--- src/rtl/radix_walker.sv ---
module radix_walker #(
  parameter int LEVELS    = 4,
  parameter int ROOT_SIZE = 52,
  parameter int ROOT_NLS  = 13,
  parameter int MID_NLS   = 9,
  parameter int ALT_NLS   = 5
) (
  input  logic        clk,
  input  logic        rst_n,
  input  logic        start,
  input  logic [63:0] ea,
  input  logic [63:0] root_word,
  output logic        busy,
  output logic        mem_req,
  output logic [63:0] mem_addr,
  input  logic        mem_rsp_valid,
  input  logic [63:0] mem_rsp_data,
  output logic        done,
  output logic [1:0]  fault,
  output logic [63:0] leaf_entry,
  output logic [6:0]  page_bits,
  output logic [63:0] real_addr
);

  localparam int LW = $clog2(LEVELS + 1);
  localparam logic [63:0] BASE_MASK = 64'h0FFF_FFFF_FFFF_FF00;
  localparam logic [63:0] RPN_MASK  = 64'h01FF_FFFF_FFFF_F000;

  typedef enum logic [1:0] {S_IDLE, S_LOOK, S_WAIT} st_t;

  st_t         st;
  logic [LW-1:0] lvl;
  logic [6:0]  size_q;
  logic [4:0]  nls_q;
  logic [63:0] base_q, ea_q;
  logic        legal;
  logic [6:0]  rem_size;
  logic [5:0]  align_bits;
  logic [63:0] idx, amask, pmask;
  logic        unused_root;

  assign unused_root = ^{root_word[63], root_word[60]};

  always_comb begin
    if (int'(lvl) == 0)
      legal = (int'(size_q) == ROOT_SIZE) && (int'(nls_q) == ROOT_NLS);
    else if (int'(lvl) < LEVELS - 1)
      legal = (int'(nls_q) == MID_NLS);
    else if (int'(lvl) == LEVELS - 1)
      legal = (int'(nls_q) == MID_NLS) || (int'(nls_q) == ALT_NLS);
    else
      legal = 1'b0;
  end

  assign rem_size   = size_q - {2'b00, nls_q};
  assign align_bits = {1'b0, nls_q} + 6'd3;
  assign idx        = (ea_q >> rem_size) & ((64'd1 << nls_q) - 64'd1);
  assign amask      = (64'd1 << align_bits) - 64'd1;
  assign pmask      = (64'd1 << rem_size) - 64'd1;

  assign busy     = (st != S_IDLE);
  assign mem_req  = (st == S_LOOK) && legal;
  assign mem_addr = (base_q & ~amask) + (idx << 3);

  always_ff @(posedge clk or negedge rst_n) begin
    if (!rst_n) begin
      st         <= S_IDLE;
      lvl        <= '0;
      size_q     <= '0;
      nls_q      <= '0;
      base_q     <= '0;
      ea_q       <= '0;
      done       <= 1'b0;
      fault      <= 2'b00;
      leaf_entry <= '0;
      page_bits  <= '0;
      real_addr  <= '0;
    end else begin
      done <= 1'b0;
      case (st)
        S_IDLE: if (start) begin
          st     <= S_LOOK;
          lvl    <= '0;
          ea_q   <= ea;
          size_q <= {2'b00, root_word[62:61], root_word[7:5]} + 7'd31;
          base_q <= root_word & BASE_MASK;
          nls_q  <= root_word[4:0];
        end
        S_LOOK: begin
          if (legal) st <= S_WAIT;
          else begin
            st    <= S_IDLE;
            done  <= 1'b1;
            fault <= 2'b10;
          end
        end
        S_WAIT: if (mem_rsp_valid) begin
          leaf_entry <= mem_rsp_data;
          if (!mem_rsp_data[63]) begin
            st    <= S_IDLE;
            done  <= 1'b1;
            fault <= 2'b01;
          end else if (mem_rsp_data[62]) begin
            st        <= S_IDLE;
            done      <= 1'b1;
            fault     <= 2'b00;
            page_bits <= rem_size;
            real_addr <= (mem_rsp_data & RPN_MASK & ~pmask) | (ea_q & pmask);
          end else begin
            st     <= S_LOOK;
            lvl    <= lvl + 1'b1;
            size_q <= rem_size;
            base_q <= mem_rsp_data & BASE_MASK;
            nls_q  <= mem_rsp_data[4:0];
          end
        end
        default: st <= S_IDLE;
      endcase
    end
  end

  assert_one_read_R2: assert property (@(posedge clk) disable iff (!rst_n)
    mem_req |=> !mem_req);

  assert_addr_align_R2: assert property (@(posedge clk) disable iff (!rst_n)
    mem_req |-> (mem_addr[2:0] == 3'b000));

  assert_fault_code_R4: assert property (@(posedge clk) disable iff (!rst_n)
    done |-> $onehot0(fault));

  assert_bad_level_R4: assert property (@(posedge clk) disable iff (!rst_n)
    (st == S_LOOK && !legal) |=> (done && fault == 2'b10));

  assert_leaf_size_R7: assert property (@(posedge clk) disable iff (!rst_n)
    (st == S_WAIT && mem_rsp_valid && mem_rsp_data[63] && mem_rsp_data[62])
      |=> (done && fault == 2'b00 && page_bits == $past(rem_size)));

  assert_done_pulse_R8: assert property (@(posedge clk) disable iff (!rst_n)
    done |=> !done);

  assert_end_mark_R8: assert property (@(posedge clk) disable iff (!rst_n)
    $fell(busy) |-> done);

  assert_idle_quiet_R9: assert property (@(posedge clk) disable iff (!rst_n)
    !busy |-> !mem_req);

endmodule

--- config.mk ---
export PLATFORM = sky130hd
export DESIGN_NAME = radix_walker
export DESIGN_NICKNAME = d
export VERILOG_FILES = /design/src/rtl/radix_walker.sv
export SDC_FILE = /design/constraint.sdc
export NUM_CORES = 1
export LEC_CHECK = 0
export BUFFER_PORTS_ARGS = -buffer_cell sky130_fd_sc_hd__buf_2
export CAP_MARGIN = 25
export CORE_ASPECT_RATIO = 0.6
export CORE_MARGIN = 4
export CORE_UTILIZATION = 50
export CTS_CLUSTER_SIZE = 20
export DETAILED_ROUTE_END_ITERATION = 7
export PLACE_DENSITY = 0.74
export RECOVER_POWER = 25
export SETUP_SLACK_MARGIN = 0.05
export SLEW_MARGIN = 15
export SYNTH_ARGS = -nofsm -noshare
export SYNTH_HDL_FRONTEND = slang
export SYNTH_SLANG_ARGS = --single-unit
--- constraint.sdc ---
create_clock -name clk -period 5.75 [get_ports clk]
set_clock_uncertainty 0.2 [all_clocks]
set_input_delay 0.575 -clock clk [delete_from_list [all_inputs] [get_ports clk]]
set_output_delay 0.575 -clock clk [all_outputs]
set_load 0.01 [all_outputs]
# Word-level counts from Yosys, hierarchy flattened
# Cells that the tools add are included.
# word_totals
regBits	283
in_bits	196
out_inout_bits	204
elab_cells	97
# op_classes
n_addsub	8
n_lt_le_gt_ge	1
n_eq_ne	13
shift	4
n_mux	39
bitwise_logic	7
reduce_logical	14
# op_table
operator	count
64-bit two-way mux	4
64-bit AND	2
64-bit NOT	2
64-bit case mux with 2 select lines	1
64-bit by 1-bit subtractor with 64-bit output (second input constant)	2
64-bit adder	1
57-bit by 64-bit AND with 64-bit output	1
64-bit bitwise OR	1
1-bit by 6-bit << shifter with 64-bit output (first input constant)	1
1-bit by 7-bit << shifter with 64-bit output (first input constant)	1
64-bit by 7-bit right shift with 61-bit output	1
61-bit AND	1
1-bit by 5-bit << shifter with 61-bit output (first input constant)	1
61-bit by 1-bit subtractor with 61-bit output (second input constant)	1
7-bit two-way mux	4
5-bit two-way mux	4
2-bit two-way mux	7
7-bit case mux with 2 select lines	1
3-bit two-way mux	4
5-bit == test (second input constant)	2
2-bit inequality test (second input constant)	5
5-bit case mux with 2 select lines	1
1-bit two-way mux	9
4-bit AND reduction	2
22 further kinds	27

# Longest topological paths before layout
# Gate-level depths: netlist of run 1.
# logic_depth
depth_word	7
ltp_mapped	28
mapped_depth_nobuf	25

# Least setup slack after synthesis of run 1
# No wires, ideal clock.
# synth_timing
path_type	reg-to-output
start	reg nls_q[1]
end	out mem_addr[58]
arrival_time_ns	5.309
t_required_ns	4.975
slack_ns	-0.334
stages_incl_launch_ff	25
n_path_buf	4
path_cell_list	dfrtp_1 clkbuf_1 inv_1 fa_1 buf_2 buf_2 buf_1 mux4_2 nand2_1 nand2_1 nor2_1 a21oi_1 a21oi_1 a2111oi_0 ha_1 nor2b_1 o31a_1 o2111ai_1 nand3_1 o21ai_1 a31oi_1 o31a_1 o221ai_1 mux2i_1 o2111ai_1
# synth_between
elab_cells_between_ends	11
cone_classes	5 x add/sub; 3 x shift; 3 x bitwise
# synth_lines
item	line	rtl
from (decl)	34	logic [4:0] nls_q;
from (signal assigned)	87	nls_q <= root_word[4:0];
from (signal assigned)	114	nls_q <= mem_rsp_data[4:0];
7-bit by 5-bit subtractor with 7-bit output	55	assign rem_size = size_q - {2'b00, nls_q};
named net rem_size[1]	37	logic [6:0] rem_size;
64-bit by 7-bit right shift with 61-bit output	57	assign idx = (ea_q >> rem_size) & ((64'd1 << nls_q) - 64'd1);
61-bit AND	57	
64-bit adder	63	assign mem_addr = (base_q & ~amask) + (idx << 3);
to (decl)	15	output logic [63:0] mem_addr,
# The timed path passes the listed nets, and every way through them passes these cells.

# Worst setup path in the final report of run 1
# layout_timing
start	reg size_q[0]
end	out mem_addr[39]
# layout_between
elab_chain_len	4
# layout_rtl
item	line	rtl
from (decl)	33	logic [6:0] size_q;
from (signal assigned)	85	size_q <= {2'b00, root_word[62:61], root_word[7:5]} + 7'd31;
from (signal assigned)	112	size_q <= rem_size;
7-bit by 5-bit subtractor with 7-bit output	55	
named net rem_size[1]	37	
64-bit by 7-bit right shift with 61-bit output	57	
61-bit AND	57	
64-bit adder	63	
# The timed path passes the listed nets, and every way through them passes these cells.

==> results of run 1 <==
through the flow:
step | area [sq um] | TNS (ps) | util
3_5_place_dp | 25500 | -46870 | 0.648
2_1_floorplan | 20300 | 0 | -
6_report | 28800 | -53450 | 0.730
4_1_cts | 28100 | -47610 | 0.712
3_3_place_gp | 25500 | -48210 | 0.648
5_1_grt | 28800 | -59580 | 0.730
critical path: cells and delay by family (launching register included):
kind            cells  cell delay (ps)
mux                 3             1090
xor+xnor            1              140
buf+inv             7              930
flops               1              390
compound gates     11             2230
fa+ha+maj           3             1150
logic make-up after synthesis:
kind of cell,synth area share
and+or+nand+nor,0.149
AOI/OAI and AO/OA,0.195
muxes,0.200
DFF,0.338
buffers and inverters,0.0461
adders and majority gates,0.0438
xor gates and xnor gates,0.0270
other,0.000187
Yosys cell counts, types with 19 or more instances:
cell type / number / share of area
o21a_1: 26 / 0.0097
a21oi_1: 158 / 0.039
nand3_1: 38 / 0.0095
mux2_2: 138 / 0.077
xor2_1: 21 / 0.0092
mux4_2: 35 / 0.039
nand2_1: 327 / 0.061
inv_1: 38 / 0.0071
nor2_1: 168 / 0.031
a21o_1: 31 / 0.012
dfrtp_1: 271 / 0.34
ha_1: 67 / 0.042
a31oi_1: 24 / 0.0075
nor2b_1: 19 / 0.0059
mux2i_1: 168 / 0.084
o21ai_0: 226 / 0.056
a211oi_1: 34 / 0.013
xnor2_1: 36 / 0.016
nor3_1: 54 / 0.013
clkbuf_1: 134 / 0.025
buf_1: 20 / 0.0037
buf_2: 25 / 0.0062
state kept, by name (all words and copies together) (netlist names):
register    count
size_q          7
leaf_entry     64
page_bits       7
real_addr      64
done            1
fault           2
lvl             3
ea_q           64
nls_q           5
base_q         52
st              2
routing by layer:
layer  track usage  part of all wire
met4         0.116             0.035
met3         0.139              0.14
met2         0.591              0.41
met5       0.00450           0.00050
met1         0.595              0.42
what timing repair did:
action	CTS	global route
setup buffers	55	36
gates cloned	3	0
pin swaps	69	101
hold buffers	1	0
setup endpoints to repair	52	52
resized for setup	273	121
hold endpoints to repair	57	0
cell type report:
class | count | area share
clock buffer | 31 | 0.0251
sequential | 271 | 0.236
inverter | 42 | 0.00557
clock inverter | 19 | 0.00701
antenna | 2 | 0.000174
multi-input combinational | 1807 | 0.491
timing repair buffer | 887 | 0.213
tap | 522 | 0.0227
worst paths after layout:
check | endpoint | slack, ps | cells past startpoint
setup / recovery | mem_addr[39] | -1550 | 25
hold / removal | ea_q[43] | 8 | 2
setup reg to reg | real_addr[42] | 360 | 22
hold reg to reg | real_addr[42] | 280 | 1
max in group asynchronous | base_q[9] | 1170 | 3
min in group asynchronous | ea_q[44] | 1480 | 2
==> results.json, run 1 <==
{
  "synth_cell_type_count": 86,
  "worst_slew_pin_slew_ps": 3390,
  "path_common_cell": "a221oi_2",
  "cts_tree": "done",
  "regArea_sq_um": 6780,
  "synthesis.area_sq_um": 20100,
  "status": "finished, violations left",
  "critPathRequiredTime_ps": 4970,
  "slew_headroom": -1.26,
  "drc": 0,
  "initial_core_util": 0.510,
  "ctsLongestPathBuffers": 3,
  "clock_latency_ps": 590,
  "cp-start-kind": "flip-flop",
  "holdWs_ps": 8.31,
  "overflow": 0,
  "cts_root_buf": "clkbuf_16",
  "port_buffers": 393,
  "arrival_ps": 6530,
  "final-instance-count-excl-fill": 3581,
  "detailed_place_hpwl_mm": 70.9,
  "critical_path_class": "reg -> out",
  "grt_pass1_vias": 21800,
  "synth-async-reset-ratio": 1.00,
  "fmax_ghz": 0.137,
  "hold_viol_final": 0,
  "critical_path.max_fanout": 8,
  "routed_wirelength_mm": 93.2,
  "violations": "capacitance limit, slew limit, setup timing",
  "ant_nets": 0,
  "fillers": 2951,
  "final_common_cell": "buf_4",
  "worst_path_largest_cell_delay_ps": 790,
  "rows": 56,
  "cp-end-kind": "output port",
  "final_cell_mix": "buf_4 (417), buf_2 (340), nand2_1 (309)",
  "cts_htree_levels": 1,
  "die-width_um": 267,
  "grt_max_degree": 151,
  "clock-sinks": 271,
  "gp_congestion": 1.05,
  "dp_cells": 3451,
  "layout_setup_ws_ps": -1550,
  "synth_warnings": 0,
  "multi_input_area_sq_um": 14100,
  "via_count": 22500,
  "firstDrtPassIters": 5,
  "dp_slack_ps": -1520,
  "fin_crit_sh": 1.27,
  "hold_path.class": "in -> reg",
  "yosys_most_used_dff": "dfrtp_1",
  "setup_viol": 49,
  "ys_seq_area_frac": 0.338,
  "rsz0062_at_grt": "yes",
  "slew_viol_final": 87,
  "synth-seq-cells": 271,
  "post_drt_wl_per_cell_um": 26.0,
  "die_area_sq_um": 43500,
  "cts_buffers": 27,
  "die_y_um": 163,
  "area_growth_pct": 43.2,
  "fin_crit_ps": 7300,
  "syn_avg_cell_area_sq_um": 8.77,
  "r2r_start": "nls_q[1]",
  "critPathLaunch": "size_q[0]",
  "cp_slowest_cell": "fa_4",
  "grtUsageTotal": 0.413,
  "drtIter0Drc": 3045,
  "path_clk_slew_ps": 70,
  "drive_gt1_frac": 0.434,
  "grt_antenna_before_repair": 5,
  "netlist_instances": 2290,
  "nets": 3301,
  "core_area_sq_um": 39400,
  "io-pin-count": 400,
  "grt_pass1_wl_mm": 137,
  "synth_edf_count": 0,
  "viasPerCell": 6.29,
  "max-cap-violations": 2,
  "hp-start": "ea[43]"
}
Power of run 1 is left out: the tool's default activity adds up to more than one toggle a clock period on the data nets, which glitch-free logic cannot reach.
==> inputs of run 2 (changes only) <==
Settings changed: CORE_ASPECT_RATIO 0.6 to 1.75.
==> run 2 against run 1 <==
Net effect:
- first-iteration DRC count down 44%
- cell count down 0.59%
- critical path depth up 2
- highest routed layer unchanged
- register-to-register slack better by 100 ps
- sequential share of layout area down 0.11 points
- the flow still finishes with violations (capacitance limit, slew limit, setup timing)
- hold slack better by 12 ps
- core utilization up 0.29 points
==> results.json, run 2 (synthesis gave the netlist of run 1 again) <==
{
  "multi_input_area_sq_um": 14400,
  "io-pin-count": 400,
  "cts_root_buf": "clkbuf_16",
  "utilization": 0.733,
  "path_clk_slew_ps": 60,
  "setup_viol": 49,
  "viasPerCell": 6.16,
  "port_buffers": 393,
  "final_cell_mix": "buf_4 (453), nand2_1 (298), buf_2 (281)",
  "hold_path.class": "in -> reg",
  "worst_path_largest_cell_delay_ps": 920,
  "status": "finished, violations left",
  "cp_slowest_cell": "fa_4",
  "rows": 96,
  "nets": 3311,
  "grt_pass1_wl_mm": 133,
  "critical_path.max_fanout": 6,
  "cp-end-kind": "output port",
  "die-width_um": 159,
  "met3_usage": 0.0554,
  "hp-start": "mem_rsp_data[5]",
  "critical_path_class": "reg -> out",
  "routed_wirelength_mm": 92.2,
  "cp-start-kind": "flip-flop",
  "fin_crit_sh": 1.26,
  "fmax_ghz": 0.138,
  "top_usage_layer": "met2",
  "die_y_um": 273,
  "ant_nets": 0,
  "regArea_sq_um": 6780,
  "cts_htree_levels": 1,
  "firstDrtPassIters": 5,
  "layout_setup_ws_ps": -1520,
  "cts_tree": "done",
  "detailed_place_hpwl_mm": 71.4,
  "slew_headroom": -1.50,
  "core_area_sq_um": 39400,
  "rsz0062_at_grt": "yes",
  "drive_gt1_frac": 0.434,
  "overflow": 0,
  "area_growth_pct": 43.9,
  "critPathRequiredTime_ps": 4970,
  "clock-sinks": 271,
  "grtUsageMet2": 0.703,
  "critPathLaunch": "size_q[0]",
  "grt_pass1_vias": 22300,
  "via_count": 21900,
  "hold_viol_final": 0,
  "grtUsageTotal": 0.399,
  "drtIter0Drc": 1702,
  "gp_congestion": 1.05,
  "slew_viol_final": 69,
  "fin_crit_ps": 7270,
  "grt_antenna_before_repair": 6,
  "use_met1": 0.422,
  "holdWs_ps": 20.3,
  "arrival_ps": 6490,
  "ctsLongestPathBuffers": 3,
  "reg2reg_slack_ps": 460,
  "dp_slack_ps": -1570,
  "die_area_sq_um": 43500,
  "r2r_start": "size_q[0]",
  "clock_latency_ps": 590,
  "max-cap-violations": 1,
  "grt_max_degree": 145,
  "largestRegisters": "ea_q: 64 flops, leaf_entry: 64 flops, real_addr: 64 flops",
  "fillers": 3051,
  "worst_slew_pin_slew_ps": 3760,
  "drc": 0,
  "post_drt_wl_per_cell_um": 25.9,
  "violations": "capacitance limit, slew limit, setup timing",
  "initial_core_util": 0.510,
  "cts_buffers": 27,
  "final_common_cell": "buf_4"
}
-- run 2: changes by cell type in the layout (fill, tap and decap cells not counted), sizes merged --
cell	before	now
clkbuf	86	148
clkinvlp	3	1
clkinv	14	7
bufinv	2	1
diode	2	5
buf	831	787
-- run 2: path summary, 6_finish.rpt --
kind / end / cells after the start
max: mem_addr[54] / 27
min: leaf_entry[5] / 2
max reg2reg: real_addr[52] / 21
min reg2reg: page_bits[6] / 2
max in group asynchronous: base_q[9] / 3
min in group asynchronous: ea_q[59] / 2
-- run 2: area by class of cell --
type                            instances  share of cell area
Sequential cell                       271               0.235
Antenna cell                            5            0.000433
Multi-Input combinational cell       1807               0.498
Clock buffer                           39              0.0274
Tap cell                              490              0.0212
Timing Repair Buffer                  897               0.209
Clock inverter                          9             0.00360
Inverter                               42             0.00550
-- run 2: worst max-delay path, delay by kind of cell (launching register included) --
family / cells / cell delay (ps)
AO/OA/AOI/OAI: 9 / 2140
XOR/XNOR: 1 / 120
adder cells (fa/ha/maj): 3 / 1280
buffers and inverters: 7 / 880
flip-flops: 1 / 390
multiplexers: 2 / 460
AND/OR/NAND/NOR: 5 / 640
-- run 2: through the flow --
| step | cell area [sq um] | setup TNS, ps | instances |
|---|---|---|---|
| 2_1_floorplan | 20300 | 0 | 2306 |
| 3_3_place_gp | 25500 | -35140 | 3430 |
| 3_5_place_dp | 25500 | -37430 | 3430 |
| 4_1_cts | 27700 | -43380 | 3525 |
| 5_1_grt | 28900 | -54630 | 3559 |
| 6_report | 28900 | -46770 | 3560 |
-- run 2: per-layer routing --
layer / wire [um] / vias to the layer above
li1: - / 9750
met1: 31400 / 10700
met2: 46200 / 1054
met3: 5230 / 437
met4: 9330 / 4
met5: 26 / -
-- run 2: timing repair --
action | CTS | global route
hold buffers | 1 | 0
gates resized for setup | 221 | 226
pin swaps | 42 | 135
setup buffers | 44 | 40
cloned | 3 | 2
endpoints found under the setup margin | 52 | 52
endpoints found under the hold margin | 67 | 0
Power of run 2 is left out for the same reason.
